## config.mk

```make
export PLATFORM = sky130hd
export DESIGN_NAME = sreg_port
export DESIGN_NICKNAME = d
export VERILOG_FILES = /design/src/rtl/sreg_pkg.sv /design/src/rtl/sreg_edge_det.sv /design/src/rtl/sreg_rx.sv /design/src/rtl/sreg_tx.sv /design/src/rtl/sreg_regfile.sv /design/src/rtl/sreg_port.sv
export SDC_FILE = /design/constraint.sdc
export NUM_CORES = 1
export LEC_CHECK = 0
export ABC_AREA = 1
export BUFFER_PORTS_ARGS = -buffer_cell sky130_fd_sc_hd__buf_2
export CAP_MARGIN = 15
export CORE_AREA = 4 4 78 152
export CTS_CLUSTER_SIZE = 24
export DETAILED_ROUTE_END_ITERATION = 6
export DIE_AREA = 0 0 82 156
export PLACE_DENSITY = 0.66
export SLEW_MARGIN = 10
export SYNTH_ARGS = -nofsm -noshare
export SYNTH_HDL_FRONTEND = slang
export SYNTH_SLANG_ARGS = --single-unit
```

## constraint.sdc

```tcl
create_clock -name clk -period 4.77 [get_ports clk]
set_input_delay 0.2385 -clock clk [delete_from_list [all_inputs] [get_ports clk]]
set_output_delay 0.2385 -clock clk [all_outputs]
set_load 0.01 [all_outputs]
```

## src/rtl/sreg_pkg.sv

```systemverilog
package sreg_pkg;
  localparam int CMD_BITS   = 16;
  localparam int DATA_BITS  = 8;
  localparam int FRAME_BITS = CMD_BITS + DATA_BITS;
  localparam int ADDR_W     = 6;
  localparam int CNT_W      = $clog2(FRAME_BITS + 1);

  localparam logic [CNT_W-1:0] CNT_CMD        = CNT_W'(CMD_BITS);
  localparam logic [CNT_W-1:0] CNT_CMD_LAST   = CNT_W'(CMD_BITS - 1);
  localparam logic [CNT_W-1:0] CNT_FRAME      = CNT_W'(FRAME_BITS);
  localparam logic [CNT_W-1:0] CNT_FRAME_LAST = CNT_W'(FRAME_BITS - 1);

  typedef struct packed {
    logic                 stb;
    logic [ADDR_W-1:0]    addr;
    logic [DATA_BITS-1:0] data;
  } wr_req_t;
endpackage

```

## src/rtl/sreg_edge_det.sv

```systemverilog
module sreg_edge_det (
  input  logic clk,
  input  logic rst_n,
  input  logic sclk,
  output logic sclk_rise,
  output logic sclk_fall
);
  logic sclk_q;

  always_ff @(posedge clk or negedge rst_n) begin
    if (!rst_n) sclk_q <= 1'b0;
    else        sclk_q <= sclk;
  end

  always_comb begin
    sclk_rise = sclk & ~sclk_q;
    sclk_fall = ~sclk & sclk_q;
  end
endmodule

```

## src/rtl/sreg_rx.sv

```systemverilog
module sreg_rx
  import sreg_pkg::*;
(
  input  logic              clk,
  input  logic              rst_n,
  input  logic              cs_n,
  input  logic              sdi,
  input  logic              sclk_rise,
  output logic [CNT_W-1:0]  bit_cnt,
  output logic              armed,
  output logic              cap_stb,
  output logic [ADDR_W-1:0] cap_addr,
  output logic              cap_rd,
  output logic              cmd_rd,
  output wr_req_t           wr_req
);
  logic [CMD_BITS-1:0]  cmd_q, cmd_d, cmd_shift;
  logic [DATA_BITS-1:0] dat_q, dat_d, dat_shift;
  logic [CNT_W-1:0]     cnt_d;
  logic                 armed_d;
  wr_req_t              wr_d;
  logic                 take;
  logic                 cmd_phase;

  always_comb begin
    take      = armed && !cs_n && sclk_rise && (bit_cnt < CNT_FRAME);
    cmd_phase = bit_cnt < CNT_CMD;
    cmd_shift = {sdi, cmd_q[CMD_BITS-1:1]};
    dat_shift = {sdi, dat_q[DATA_BITS-1:1]};
    cap_stb   = take && (bit_cnt == CNT_CMD_LAST);
    cap_addr  = cmd_shift[ADDR_W:1];
    cap_rd    = cmd_shift[0];
    cmd_rd    = cmd_q[0];
  end

  always_comb begin
    cnt_d   = bit_cnt;
    cmd_d   = cmd_q;
    dat_d   = dat_q;
    armed_d = armed;
    wr_d    = '{stb: 1'b0, addr: '0, data: '0};
    if (cs_n) begin
      armed_d = 1'b1;
      cnt_d   = '0;
      cmd_d   = '0;
      dat_d   = '0;
    end else if (take) begin
      cnt_d = bit_cnt + CNT_W'(1);
      if (cmd_phase) cmd_d = cmd_shift;
      else           dat_d = dat_shift;
      if ((bit_cnt == CNT_FRAME_LAST) && !cmd_q[0]) begin
        wr_d.stb  = 1'b1;
        wr_d.addr = cmd_q[ADDR_W:1];
        wr_d.data = dat_shift;
      end
    end
  end

  always_ff @(posedge clk or negedge rst_n) begin
    if (!rst_n) begin
      bit_cnt <= '0;
      cmd_q   <= '0;
      dat_q   <= '0;
      armed   <= 1'b0;
      wr_req  <= '{stb: 1'b0, addr: '0, data: '0};
    end else begin
      bit_cnt <= cnt_d;
      cmd_q   <= cmd_d;
      dat_q   <= dat_d;
      armed   <= armed_d;
      wr_req  <= wr_d;
    end
  end
endmodule

```

## src/rtl/sreg_tx.sv

```systemverilog
module sreg_tx
  import sreg_pkg::*;
(
  input  logic                 clk,
  input  logic                 rst_n,
  input  logic                 cs_n,
  input  logic                 armed,
  input  logic                 edge_sel,
  input  logic                 sclk_rise,
  input  logic                 sclk_fall,
  input  logic [CNT_W-1:0]     bit_cnt,
  input  logic                 cap_stb,
  input  logic                 cap_rd,
  input  logic [DATA_BITS-1:0] cap_data,
  output logic                 sdo,
  output logic                 rd_active
);
  logic [DATA_BITS-1:0] osr_q, osr_d;
  logic                 act_d;
  logic                 shift_en;
  logic                 fall_slot, rise_slot;

  always_comb begin
    fall_slot = sclk_fall && (bit_cnt > CNT_CMD);
    rise_slot = sclk_rise && (bit_cnt >= CNT_CMD) && (bit_cnt < CNT_FRAME);
    shift_en  = rd_active && armed && !cs_n && (edge_sel ? fall_slot : rise_slot);
  end

  always_comb begin
    osr_d = osr_q;
    act_d = rd_active;
    if (cs_n) begin
      osr_d = '0;
      act_d = 1'b0;
    end else if (cap_stb && cap_rd) begin
      osr_d = cap_data;
      act_d = 1'b1;
    end else if (shift_en) begin
      osr_d = {1'b0, osr_q[DATA_BITS-1:1]};
    end
  end

  always_ff @(posedge clk or negedge rst_n) begin
    if (!rst_n) begin
      osr_q     <= '0;
      rd_active <= 1'b0;
    end else begin
      osr_q     <= osr_d;
      rd_active <= act_d;
    end
  end

  assign sdo = osr_q[0];
endmodule

```

## src/rtl/sreg_regfile.sv

```systemverilog
module sreg_regfile
  import sreg_pkg::*;
#(
  parameter int NREGS = 8
) (
  input  logic                 clk,
  input  logic                 rst_n,
  input  wr_req_t              wr_req,
  input  logic [ADDR_W-1:0]    rd_addr,
  output logic [DATA_BITS-1:0] rd_data
);
  logic [DATA_BITS-1:0] mem_q [NREGS];

  for (genvar g = 0; g < NREGS; g++) begin : g_reg
    logic wr_en;
    assign wr_en = wr_req.stb && (wr_req.addr == ADDR_W'(g));
    always_ff @(posedge clk or negedge rst_n) begin
      if (!rst_n)     mem_q[g] <= '0;
      else if (wr_en) mem_q[g] <= wr_req.data;
    end
  end

  always_comb begin
    rd_data = '0;
    for (int i = 0; i < NREGS; i++) begin
      if (rd_addr == ADDR_W'(i)) rd_data = mem_q[i];
    end
  end
endmodule

```

## src/rtl/sreg_port.sv

```systemverilog
module sreg_port
  import sreg_pkg::*;
#(
  parameter int NREGS = 8
) (
  input  logic clk,
  input  logic rst_n,
  input  logic sclk,
  input  logic cs_n,
  input  logic sdi,
  input  logic edge_sel,
  output logic sdo,
  output logic sdo_oe
);
  logic                 rst_meta, rst_sync_n;
  logic                 sclk_rise, sclk_fall;
  logic [CNT_W-1:0]     bit_cnt;
  logic                 armed;
  logic                 cap_stb, cap_rd, cmd_rd;
  logic [ADDR_W-1:0]    cap_addr;
  logic [DATA_BITS-1:0] rd_data;
  wr_req_t              wr_req;
  logic                 wr_stb;
  logic                 rd_active;

  always_ff @(posedge clk or negedge rst_n) begin
    if (!rst_n) begin
      rst_meta   <= 1'b0;
      rst_sync_n <= 1'b0;
    end else begin
      rst_meta   <= 1'b1;
      rst_sync_n <= rst_meta;
    end
  end

  sreg_edge_det u_edge (
    .clk       (clk),
    .rst_n     (rst_sync_n),
    .sclk      (sclk),
    .sclk_rise (sclk_rise),
    .sclk_fall (sclk_fall)
  );

  sreg_rx u_rx (
    .clk       (clk),
    .rst_n     (rst_sync_n),
    .cs_n      (cs_n),
    .sdi       (sdi),
    .sclk_rise (sclk_rise),
    .bit_cnt   (bit_cnt),
    .armed     (armed),
    .cap_stb   (cap_stb),
    .cap_addr  (cap_addr),
    .cap_rd    (cap_rd),
    .cmd_rd    (cmd_rd),
    .wr_req    (wr_req)
  );

  sreg_regfile #(.NREGS(NREGS)) u_rf (
    .clk     (clk),
    .rst_n   (rst_sync_n),
    .wr_req  (wr_req),
    .rd_addr (cap_addr),
    .rd_data (rd_data)
  );

  sreg_tx u_tx (
    .clk       (clk),
    .rst_n     (rst_sync_n),
    .cs_n      (cs_n),
    .armed     (armed),
    .edge_sel  (edge_sel),
    .sclk_rise (sclk_rise),
    .sclk_fall (sclk_fall),
    .bit_cnt   (bit_cnt),
    .cap_stb   (cap_stb),
    .cap_rd    (cap_rd),
    .cap_data  (rd_data),
    .sdo       (sdo),
    .rd_active (rd_active)
  );

  assign wr_stb = wr_req.stb;
  assign sdo_oe = !cs_n && rd_active;
endmodule

```

==> qor.txt, run 1 <==
Worst Tran Pin Value: 0.938 ns
Vert. Die Dim: 156 um
DRT Pass-1 Iters: 5
largest net degree at the start of global routing: 72
post-synth top area share: 57.1%
vias in the first global route: 4123
WL/cell: 16.2 um
Final Core Density: 56.1%
area grow syn2layout: 13.2%
outcome: complete, no violations
first-pass GRT wire length: 20600 um
initial antenna violation count: 0
Adder-Cell Fraction of Synth Area: 0.714%
row count: 53
Yosys warning total: 0
Post-Syn Area: 5260 sq um
setup violators final: 0
post-synthesis register bit count: 120
syn_nets: 610
share of cells above drive strength 1: 11.7%
register area share after synthesis: 57.1%
Leakage: 2.65 nW
Final Skew: 0.00671 ns
Crit path required time: 5.12 ns
worst path cell trace: nor2_2 -> inv_1 -> nor2_1 -> a21oi_1 -> nand4_1 -> nand2_1 -> nand2_1 -> nand2_1 -> nand2_1
Final Hold Viols: 0
Max FO, Critical Path: 17
main combinational cell family by area after synthesis: simple AND/OR/NAND/NOR gates
Mapped Cells: 601
worst-skew pair later-pin latency: 0.41 ns
final wirelength: 12300 um
part of the cycle the worst path needs: 46.2%
CTS root buf: clkbuf_16
die width: 82 um
DP Worst Slack: 2.39 ns
DP HPWL: 8670 um
worst vdd ir: 306 uV
depth of the CTS H-tree: 4
XOR/XNOR Fraction of Synth Area: 0%
total CTS buffers: 17
1st-iter DRT viols: 343
FILL cells: 992
Routed Antenna Nets: 0
Slowest cell on crit path: nor2_1
total power: 2.30 mW
DR vias: 4074
Remaining Overflow, GRT: 0
FMAX: 453 MHz
Setup Total Neg Slack: 0 ns
area share of and/or/nand/nor cells after synthesis: 23.5%
post-CTS setup buffers: 0
DRC: 0
die area: 12800 sq um
Cell Count, Final, Fillers Out: 759
Clock Sinks: 120
library cells used by synthesis: 29
Max Slew Vio Count: 0
delay-heaviest family, CP: simple AND/OR/NAND/NOR gates
Final nets: 618
num ports: 8
TritonCTS clock tree: yes
I/O Buffers: 7
Routability Congestion: 0.870
Tightest Hold Check Type: input port to register
max_cap viols: 0
cell taking the most area after synthesis: dfrtp_1
placed cell count: 725
Power Dens Cells: 386 nW/um^2
GRT Util Overall: 21.6%
Buf/Inv on CP: 1
crit path kind: register to register
Synth Area in Compound Gates: 12.4%
Final WS setup: 2.56 ns
shortest period the worst path allows: 2.21 ns
Critical Path Max Stage Delay: 0.67 ns
core area: 10600 sq um
CP arrival: 2.55 ns
endpoint type of the worst setup path: register
Antenna Cells: 0
RSZ-0062 raised after global routing: false
clk slew on worst S/H paths: 0.05 ns
Critical Path Most Common Cell: nand2_1
vias per cell: 5.37
ranking of synthesized cells by area: dfrtp_1 57%, nand2_1 11%, o21ai_0 8.3%
Rel. slew slack: 37.5%
Max Buffers Root-to-Sink: 2
Initial Util: 49.5%
CP startpoint kind: register
post-synthesis mux area share: 0%
syn avg cell area: 8.74 sq um
[cells in the mapped netlist (all sizes together)]
cell type  instances
nand3             43
nand4             20
o22ai              8
a21oi             17
buf               12
nor2              52
nor3               3
clkbuf            10
ha                 3
or4                1
nand2            159
dfrtp            120
inv               54
conb               1
o21ai             96
or2                2
[cell families (layout without fill, tap and decap cells)]
logic type / count (synthesis) / after routing
buffers and inverters: 76 / 97
DFF: 120 / 120
and+or+nand+nor: 280 / 280
adders and majority gates: 3 / 3
AOI/OAI and AO/OA: 121 / 121
other: 1 / 1
[cell type report]
| type | count | area (sq um) | area share, % |
|---|---|---|---|
| repair buffers | 11 | 70.1 | 1.18 |
| inverters | 54 | 203 | 3.41 |
| flip-flops and latches | 120 | 3010 | 50.5 |
| clock buffers | 19 | 443 | 7.44 |
| clock inverters | 13 | 129 | 2.17 |
| multi-input cells | 405 | 1930 | 32.4 |
| well taps | 137 | 171 | 2.88 |
[routing by layer]
metal / wire (um) / part of all wire (%) / track usage [%] / vias to the layer above
met5: 0 / 0 / 0 / -
met4: 510 / 4.1 / 12.2 / 0
met3: 378 / 3.1 / 4.45 / 33
met2: 6660 / 54 / 37.1 / 82
met1: 4760 / 39 / 24.3 / 1968
li1: - / - / - / 1991
[per-stage QoR]
stage	hold WS, ns	area, sq um
final	0.0925	5950
after global routing	0.0797	5950
after CTS	0.0844	5950
after detailed placement	0.0276	5360
after global placement	0.0233	5360
after floorplan	-0.0571	5260
[worst min-delay path, cell delays in order]
cell and delay (ns):
buf_2 0.11, inv_1 0.07, nor2_1 0.05
[timing repair]
action / 4_1_cts / 5_1_grt
hold buffers: 2 / 0
gates resized for setup: 0 / 0
hold endpoints to repair: 3 / 0
[cell usage in the layout (no fill, tap or decap), types with 3 or more instances in the layout]
| cell type | netlist | final |
|---|---|---|
| nor2_1 | 42 | 42 |
| buf_2 | 7 | 7 |
| nand3_1 | 41 | 41 |
| o21ai_0 | 87 | 87 |
| inv_1 | 49 | 49 |
| dfrtp_1 | 120 | 119 |
| nand2_1 | 156 | 156 |
| clkinv_2 | 0 | 6 |
| nand4_1 | 20 | 20 |
| o21ai_2 | 9 | 9 |
| ha_1 | 3 | 3 |
| clkinvlp_4 | 0 | 4 |
| nand2_2 | 3 | 3 |
| clkbuf_16 | 0 | 17 |
| nor2_2 | 8 | 8 |
| inv_2 | 5 | 5 |
| o22ai_1 | 8 | 8 |
| a21oi_1 | 17 | 17 |
[worst paths after layout]
path | from | endpoint | slack, ns | depth (start not counted)
worst max register to register | u_rx.cmd_q[7] | u_tx.osr_q[5] | 2.56 | 9
max in group asynchronous | rst_sync_n | u_rf.mem_q[20] | 3.10 | 1
worst min register to register | rst_meta | rst_sync_n | 0.35 | 0
min in group asynchronous | rst_n | rst_meta | 0.13 | 2
worst min-delay path | sdi | u_rx.wr_req[7] | 0.09 | 3
worst max-delay path | u_rx.cmd_q[7] | u_tx.osr_q[5] | 2.56 | 9
[sequential cells by signal, indices dropped and copies added (netlist names)]
name            count
rst_meta            1
rst_sync_n          1
u_edge.sclk_q       1
u_rf.mem_q         64
u_rx.armed          1
u_rx.bit_cnt        5
u_rx.cmd_q         16
u_rx.dat_q          7
u_rx.wr_req        15
u_tx.osr_q          8
u_tx.rd_active      1
[power breakdown]
group	total [mW]	internal (mW)	switching [mW]
Clock	1.23	0.776	0.456
Combinational	0.0327	0.00706	0.0257
Sequential	1.03	1.02	0.0126
(Power assumes the default switching activity.)
==> run 2, diff against run 1 <==
- clock period: 4.77 -> 2.2 ns (I/O delays scaled with it)
==> run 2 against run 1 <==
Net effect:
- final cell count up 1.3%
- clock skew down 0.00066 ns
- worst setup slack lost 2.3 ns
- largest cell class unchanged
- sequential power rose by 120%
- die area stayed put
- global-route usage rose by 0.49 points
- clock power rose by 120%
- power increased by 120%
- non-clock buffer count increased by 10
- hold slack lost 0.065 ns
- routed wire length increased by 0.45%
- highest routed layer unchanged
==> qor.txt, run 2 (synthesis results as in run 1) <==
worst path cell trace: nor2_2 -> nand2_2 -> nor2_2 -> a21oi_1 -> nand4_1 -> nand2_1 -> nand2_1 -> nand2_1 -> nand2_1 (was nor2_2 -> inv_1 -> nor2_1 -> a21oi_1 -> nand4_1 -> nand2_1 -> nand2_1 -> nand2_1 -> nand2_1)
Clock Sinks: 120 (unchanged)
Crit path required time: 2.55 ns (was 5.12 ns)
Critical Path Most Common Cell: nand2_1 (unchanged)
worst-skew pair later-pin latency: 0.42 ns (was 0.41 ns)
Leakage: 2.70 nW (was 2.65 nW)
row count: 53 (unchanged)
worst vdd ir: 605 uV (was 306 uV)
clk slew on worst S/H paths: 0.05 ns (about the same)
DR vias: 4079 (was 4074)
endpoint type of the worst setup path: register (unchanged)
TritonCTS clock tree: yes (unchanged)
final wirelength: 12400 um (was 12300 um)
Slowest cell on crit path: nor2_2 (was nor2_1)
area grow syn2layout: 15.3% (was 13.2%)
I/O Buffers: 7 (unchanged)
num ports: 8 (unchanged)
Critical Path Max Stage Delay: 0.43 ns (was 0.67 ns)
Largest Register: u_rf.mem_q (unchanged)
Max FO, Critical Path: 11 (was 17)
DRC: 0 (unchanged)
first-pass GRT wire length: 20900 um (was 20600 um)
vias per cell: 5.30 (was 5.37)
Vert. Die Dim: 156 um (unchanged)
Antenna Cells: 0 (unchanged)
Final nets: 628 (was 618)
shortest period the worst path allows: 1.94 ns (was 2.21 ns)
FMAX: 517 MHz (was 453 MHz)
largest net degree at the start of global routing: 52 (was 72)
Setup Total Neg Slack: 0 ns (unchanged)
CP arrival: 2.29 ns (was 2.55 ns)
WL/cell: 16.1 um (was 16.2 um)
vias in the first global route: 4201 (was 4123)
Initial Util: 49.5% (unchanged)
core area: 10600 sq um (unchanged)
depth of the CTS H-tree: 4 (unchanged)
crit path kind: register to register (unchanged)
part of the cycle the worst path needs: 88.0% (was 46.2%)
CTS root buf: clkbuf_16 (unchanged)
Tightest Hold Check Type: input port to register (unchanged)
CP startpoint kind: register (unchanged)
max_cap viols: 0 (unchanged)
total CTS buffers: 17 (unchanged)
post-cts sizing count: 0 (unchanged)
Worst Tran Pin Value: 0.647 ns (was 0.938 ns)
Remaining Overflow, GRT: 0 (unchanged)
DP HPWL: 8640 um (was 8670 um)
die width: 82 um (unchanged)
Routed Antenna Nets: 0 (unchanged)
die area: 12800 sq um (unchanged)
Final Skew: 0.00605 ns (was 0.00671 ns)
Buf/Inv on CP: 0 (was 1)
Max Buffers Root-to-Sink: 2 (unchanged)
setup violators final: 0 (unchanged)
RSZ-0062 raised after global routing: false (unchanged)
outcome: complete, no violations (unchanged)
most frequent cells in the layout: 156 x nand2_1, 119 x dfrtp_1, 87 x o21ai_0, 49 x inv_1, 42 x nor2_1 (unchanged)
Final Hold Viols: 0 (unchanged)
max reg flops: 64 (unchanged)
delay-heaviest family, CP: simple AND/OR/NAND/NOR gates (unchanged)
DRT Pass-1 Iters: 5 (unchanged)
Routability Congestion: 0.867 (was 0.870)
Max Slew Vio Count: 0 (unchanged)
1st-iter DRT viols: 258 (was 343)
largest registers: u_rf.mem_q x64, u_rx.cmd_q x16, u_rx.wr_req x15 (unchanged)
Rel. slew slack: 56.7% (was 37.5%)
GRT Util Overall: 22.1% (was 21.6%)
total power: 5.06 mW (was 2.30 mW)
most common library cell in the layout ignoring fill and taps: nand2_1 (unchanged)
initial antenna violation count: 0 (unchanged)
share of cells above drive strength 1: 12.2% (was 11.7%)
Power Dens Cells: 835 nW/um^2 (was 386 nW/um^2)
## run 2: changes by cell type in the layout (fill, tap and decap cells not counted)
cell	delta
clkinv_2	-5
dlygate4sd3_1	+2
clkinvlp_4	-2
buf_4	+7
buf_12	+1
clkinv_4	+1
inv_6	-1
clkbuf_8	+3
clkbuf_1	+4
## run 2: per-layer routing
layer	part of all wire [%]	global-route usage (%)	vias to the layer above	wire length, um
met3	3.4	5.09	39	422
li1	-	-	2005	-
met4	4.5	12.5	0	558
met1	38	24.0	1930	4680
met2	54	38.4	105	6700
met5	0	0	-	0
## run 2: power breakdown
part	internal (mW)	switching, mW	total (mW)	leakage (nW)
Sequential	2.22	0.0171	2.23	1.66
Clock	1.79	0.944	2.73	0.281
Combinational	0.0251	0.0685	0.0936	0.757
Total	4.03	1.03	5.06	2.70
## run 2: path summary, 6_finish.rpt
kind                          startpoint              to  slack, ns  cells after the start
min in group asynchronous     rst_sync_n   u_tx.osr_q[0]       0.32                      0
hold / removal                      cs_n  u_tx.rd_active       0.03                      2
max in group asynchronous     rst_sync_n   u_tx.osr_q[7]       1.22                      1
setup / recovery           u_rx.cmd_q[7]   u_tx.osr_q[6]       0.26                      9
hold reg to reg               rst_sync_n   u_tx.osr_q[0]       0.32                      0
setup reg to reg           u_rx.cmd_q[7]   u_tx.osr_q[6]       0.26                      9
## run 2: what timing repair did
action                                 CTS  global route
endpoints found under the hold margin    5             0
hold buffers                             4             0
setup buffers                            0             0
## run 2: layout make-up
cell class                      count  area (sq um)
Inverter                           54           203
Tap cell                          137           171
Clock buffer                       26           499
Fill cell                         933          4550
Timing Repair Buffer               21           163
Sequential cell                   120          3010
Multi-Input combinational cell    405          1930
Clock inverter                      6          88.8
## run 2: through the flow
stage	cells	area [sq um]	setup slack, ns	utilization (%)	hold WS, ns
finish	769	6060	0.264	57.1	0.0279
global route	769	6060	0.107	57.1	0.0523
CTS	769	6060	0.299	57.1	0.0155
detailed placement	733	5430	0.315	51.2	-0.103
global placement	733	5430	0.348	51.2	-0.105
floorplan	601	5260	0.197	-	-0.186
==> run 3, diff against run 2 <==
- ABC_AREA: 1 -> not set
- CORE_AREA: 4 4 78 152 -> 4 4 79 155
- DIE_AREA: 0 0 82 156 -> 0 0 83 159
- PLACE_DENSITY: 0.66 -> 0.65
- SETUP_SLACK_MARGIN: not set -> 0.15
==> run 3 against run 2 <==
Net effect:
- worst setup slack lost 0.014 ns
- area after synthesis increased by 2.9%
- count of clock-buffer cells in the layout decreased by 7
- power decreased by 0.39%
- core utilization is 0.81 points higher
==> qor.txt, run 3 <==
Max Buffers Root-to-Sink: 2 (unchanged)
count leader, synth: dfrtp_1 (was nand2_1)
Clock Sinks: 120 (unchanged)
asr flop ratio synth: 100% (unchanged)
row count: 54 (was 53)
CP startpoint kind: register (unchanged)
worst-skew pair later-pin latency: 0.40 ns (was 0.42 ns)
Mapped Cells: 422 (was 601)
Largest Register: u_rf.mem_q (unchanged)
Critical Path Most Common Cell: ha_1 (was nand2_1)
Slowest cell on crit path: a311oi_4 (was nor2_2)
Synth Flop Type: dfrtp_1 (unchanged)
DRT Pass-1 Iters: 5 (unchanged)
core area: 10900 sq um (was 10600 sq um)
largest registers: u_rf.mem_q x64, u_rx.cmd_q x16, u_rx.wr_req x15 (unchanged)
DP Worst Slack: 0.186 ns (was 0.315 ns)
Antenna Cells: 0 (unchanged)
DP HPWL: 8350 um (was 8640 um)
Routability Congestion: 0.882 (was 0.867)
max reg flops: 64 (unchanged)
Initial Util: 49.4% (was 49.5%)
crit path kind: register to register (unchanged)
Remaining Overflow, GRT: 0 (unchanged)
setup violators final: 0 (unchanged)
placed cell count: 568 (was 733)
shortest period the worst path allows: 1.95 ns (was 1.94 ns)
Worst Tran Pin Value: 0.611 ns (was 0.647 ns)
total CTS buffers: 17 (unchanged)
Tightest Hold Check Type: input port to async pin (was input port to register)
Setup Total Neg Slack: 0 ns (unchanged)
Final nets: 459 (was 628)
post-synth top area share: 55.5% (was 57.1%)
most common library cell in the layout ignoring fill and taps: dfrtp_1 (was nand2_1)
area post-placement: 5710 sq um (was 5430 sq um)
most frequent cells in the layout: 119 x dfrtp_1, 57 x nand2_1, 48 x mux2_2, 19 x a21oi_1, 17 x clkbuf_16 (was 156 x nand2_1, 119 x dfrtp_1, 87 x o21ai_0, 49 x inv_1, 42 x nor2_1)
library cells used by synthesis: 53 (was 29)
CTS root buf: clkbuf_16 (unchanged)
post-CTS setup buffers: 0 (unchanged)
syn avg cell area: 12.8 sq um (was 8.74 sq um)
Final Core Density: 57.9% (was 57.1%)
clk slew on worst S/H paths: 0.06 ns (was 0.05 ns)
GRT Util Overall: 18.7% (was 22.1%)
Leakage: 2.93 nW (was 2.70 nW)
vias in the first global route: 3678 (was 4201)
top cells by count, synth: 120 x dfrtp_1, 57 x nand2_1, 48 x mux2_2, 19 x a21oi_1, 16 x mux2_4 (was 156 x nand2_1, 120 x dfrtp_1, 87 x o21ai_0, 49 x inv_1, 42 x nor2_1)
CP arrival: 2.29 ns (about the same)
max_cap viols: 0 (unchanged)
Cell Count, Final, Fillers Out: 603 (was 769)
delay-heaviest family, CP: compound AO/OA/AOI/OAI gates (was simple AND/OR/NAND/NOR gates)
num ports: 8 (unchanged)
worst path cell trace: ha_1 -> and3_1 -> ha_1 -> and4_4 -> a311oi_4 -> a222oi_1 -> nand2b_1 (was nor2_2 -> nand2_2 -> nor2_2 -> a21oi_1 -> nand4_1 -> nand2_1 -> nand2_1 -> nand2_1 -> nand2_1)
Post-Syn Area: 5410 sq um (was 5260 sq um)
final wirelength: 11600 um (was 12400 um)
share of cells above drive strength 1: 31.7% (was 12.2%)
WL/cell: 19.3 um (was 16.1 um)
FMAX: 513 MHz (was 517 MHz)
initial antenna violation count: 0 (unchanged)
I/O Buffers: 7 (unchanged)
Max FO, Critical Path: 8 (was 11)
Vert. Die Dim: 159 um (was 156 um)
register area share after synthesis: 55.5% (was 57.1%)
Routed Antenna Nets: 0 (unchanged)
depth of the CTS H-tree: 4 (unchanged)
die width: 83 um (was 82 um)
area grow syn2layout: 17.2% (was 15.3%)
Crit path required time: 2.53 ns (was 2.55 ns)
Buf/Inv on CP: 0 (unchanged)
syn_nets: 431 (was 610)
Final Instance Area: 6340 sq um (was 6060 sq um)
Final WS setup: 0.250 ns (was 0.264 ns)
Final Hold Viols: 0 (unchanged)
Max Slew Vio Count: 0 (unchanged)
Yosys warning total: 0 (unchanged)
outcome: complete, no violations (unchanged)
cell taking the most area after synthesis: dfrtp_1 (unchanged)
post-synthesis register bit count: 120 (unchanged)
RSZ-0062 raised after global routing: true (was false)
1st-iter DRT viols: 176 (was 258)
largest net degree at the start of global routing: 46 (was 52)
Power Dens Cells: 794 nW/um^2 (was 835 nW/um^2)
Final Skew: 0.00771 ns (was 0.00605 ns)
Post-synth EDFFs: 0 (unchanged)
DRC: 0 (unchanged)
die area: 13200 sq um (was 12800 sq um)
Critical Path Max Stage Delay: 0.44 ns (was 0.43 ns)
DR vias: 3375 (was 4079)
ranking of synthesized cells by area: dfrtp_1 56%, mux2_2 10%, mux2_4 4.4% (was dfrtp_1 57%, nand2_1 11%, o21ai_0 8.3%)
TritonCTS clock tree: yes (unchanged)
vias per cell: 5.60 (was 5.30)
part of the cycle the worst path needs: 88.6% (was 88.0%)
endpoint type of the worst setup path: register (unchanged)
first-pass GRT wire length: 19100 um (was 20900 um)
worst vdd ir: 563 uV (was 605 uV)
Rel. slew slack: 59.3% (was 56.7%)
FILL cells: 899 (was 933)
run 3: cell types whose count changed after synthesis, moves of 19 or more:
cell and change:
mux2_2 +48, nand4_1 -19, o21ai_0 -86, nand2_1 -99, inv_1 -45, nor2_1 -27
nand3_1 -36
run 3: cell type report:
cell class | instances | area [sq um] | share of cell area [%]
clock buffers | 19 | 443 | 6.99
clock inverters | 13 | 145 | 2.29
inverters | 4 | 15.0 | 0.237
multi-input cells | 279 | 2320 | 36.5
flip-flops and latches | 120 | 3010 | 47.4
well taps | 140 | 175 | 2.76
repair buffers | 28 | 238 | 3.75
run 3: final timing paths:
path / start / endpoint / slack [ns] / cells past startpoint
min in group clk: cs_n / u_rx.bit_cnt[4] / 0.18 / 4
setup reg to reg: u_rx.bit_cnt[0] / u_tx.osr_q[4] / 0.25 / 7
max in group asynchronous: rst_sync_n / u_rf.mem_q[19] / 1.16 / 1
hold / removal: rst_n / rst_sync_n / 0.01 / 2
hold reg to reg: rst_sync_n / u_rx.cmd_q[5] / 0.34 / 0
setup / recovery: u_rx.bit_cnt[0] / u_tx.osr_q[4] / 0.25 / 7
run 3: cells by family after synthesis:
family	after synthesis	synth area share, %
buf+inv	23	1.92
simple gates	134	14.4
xor+xnor	3	0.486
mux	81	19.2
compound gates	57	7.75
other cells	1	0.0693
flops	120	55.5
fa+ha+maj	3	0.694
run 3: layer usage:
metal | GRT usage, % | share of wire, % | wire (um) | up-vias
met1 | 19.2 | 36 | 4230 | 1718
met4 | 10.7 | 3.6 | 413 | 0
met5 | 0 | 0 | 0 | -
met3 | 3.37 | 2.5 | 295 | 25
met2 | 34.6 | 58 | 6690 | 66
li1 | - | - | - | 1566
run 3: report_power, final:
part / internal, mW / switching (mW) / total [mW]
clock: 1.71 / 1.01 / 2.72
sequential: 2.21 / 0.0191 / 2.23
combinational: 0.0255 / 0.0564 / 0.0819
total: 3.95 / 1.09 / 5.04
run 3: worst reg2reg max path, cell delays in order, from the launching register on:
cell and delay (ns):
dfrtp_1 0.41, ha_1 0.24, and3_1 0.19, ha_1 0.20, and4_4 0.18, a311oi_4 0.44, a222oi_1 0.12, nand2b_1 0.11
run 3: what timing repair did:
item	4_1_cts	5_1_grt
endpoints found under the hold margin	6	0
setup endpoints to repair	0	6
hold buffers	3	0
gates resized for setup	0	3
run 3: metrics by stage:
step	power, mW	hold slack, ns
finish	5.04	0.0105
global route	5.19	0.0123
CTS	5.09	0.00305
detailed placement	2.35	-0.104
global placement	2.35	-0.105
floorplan	2.31	-0.186
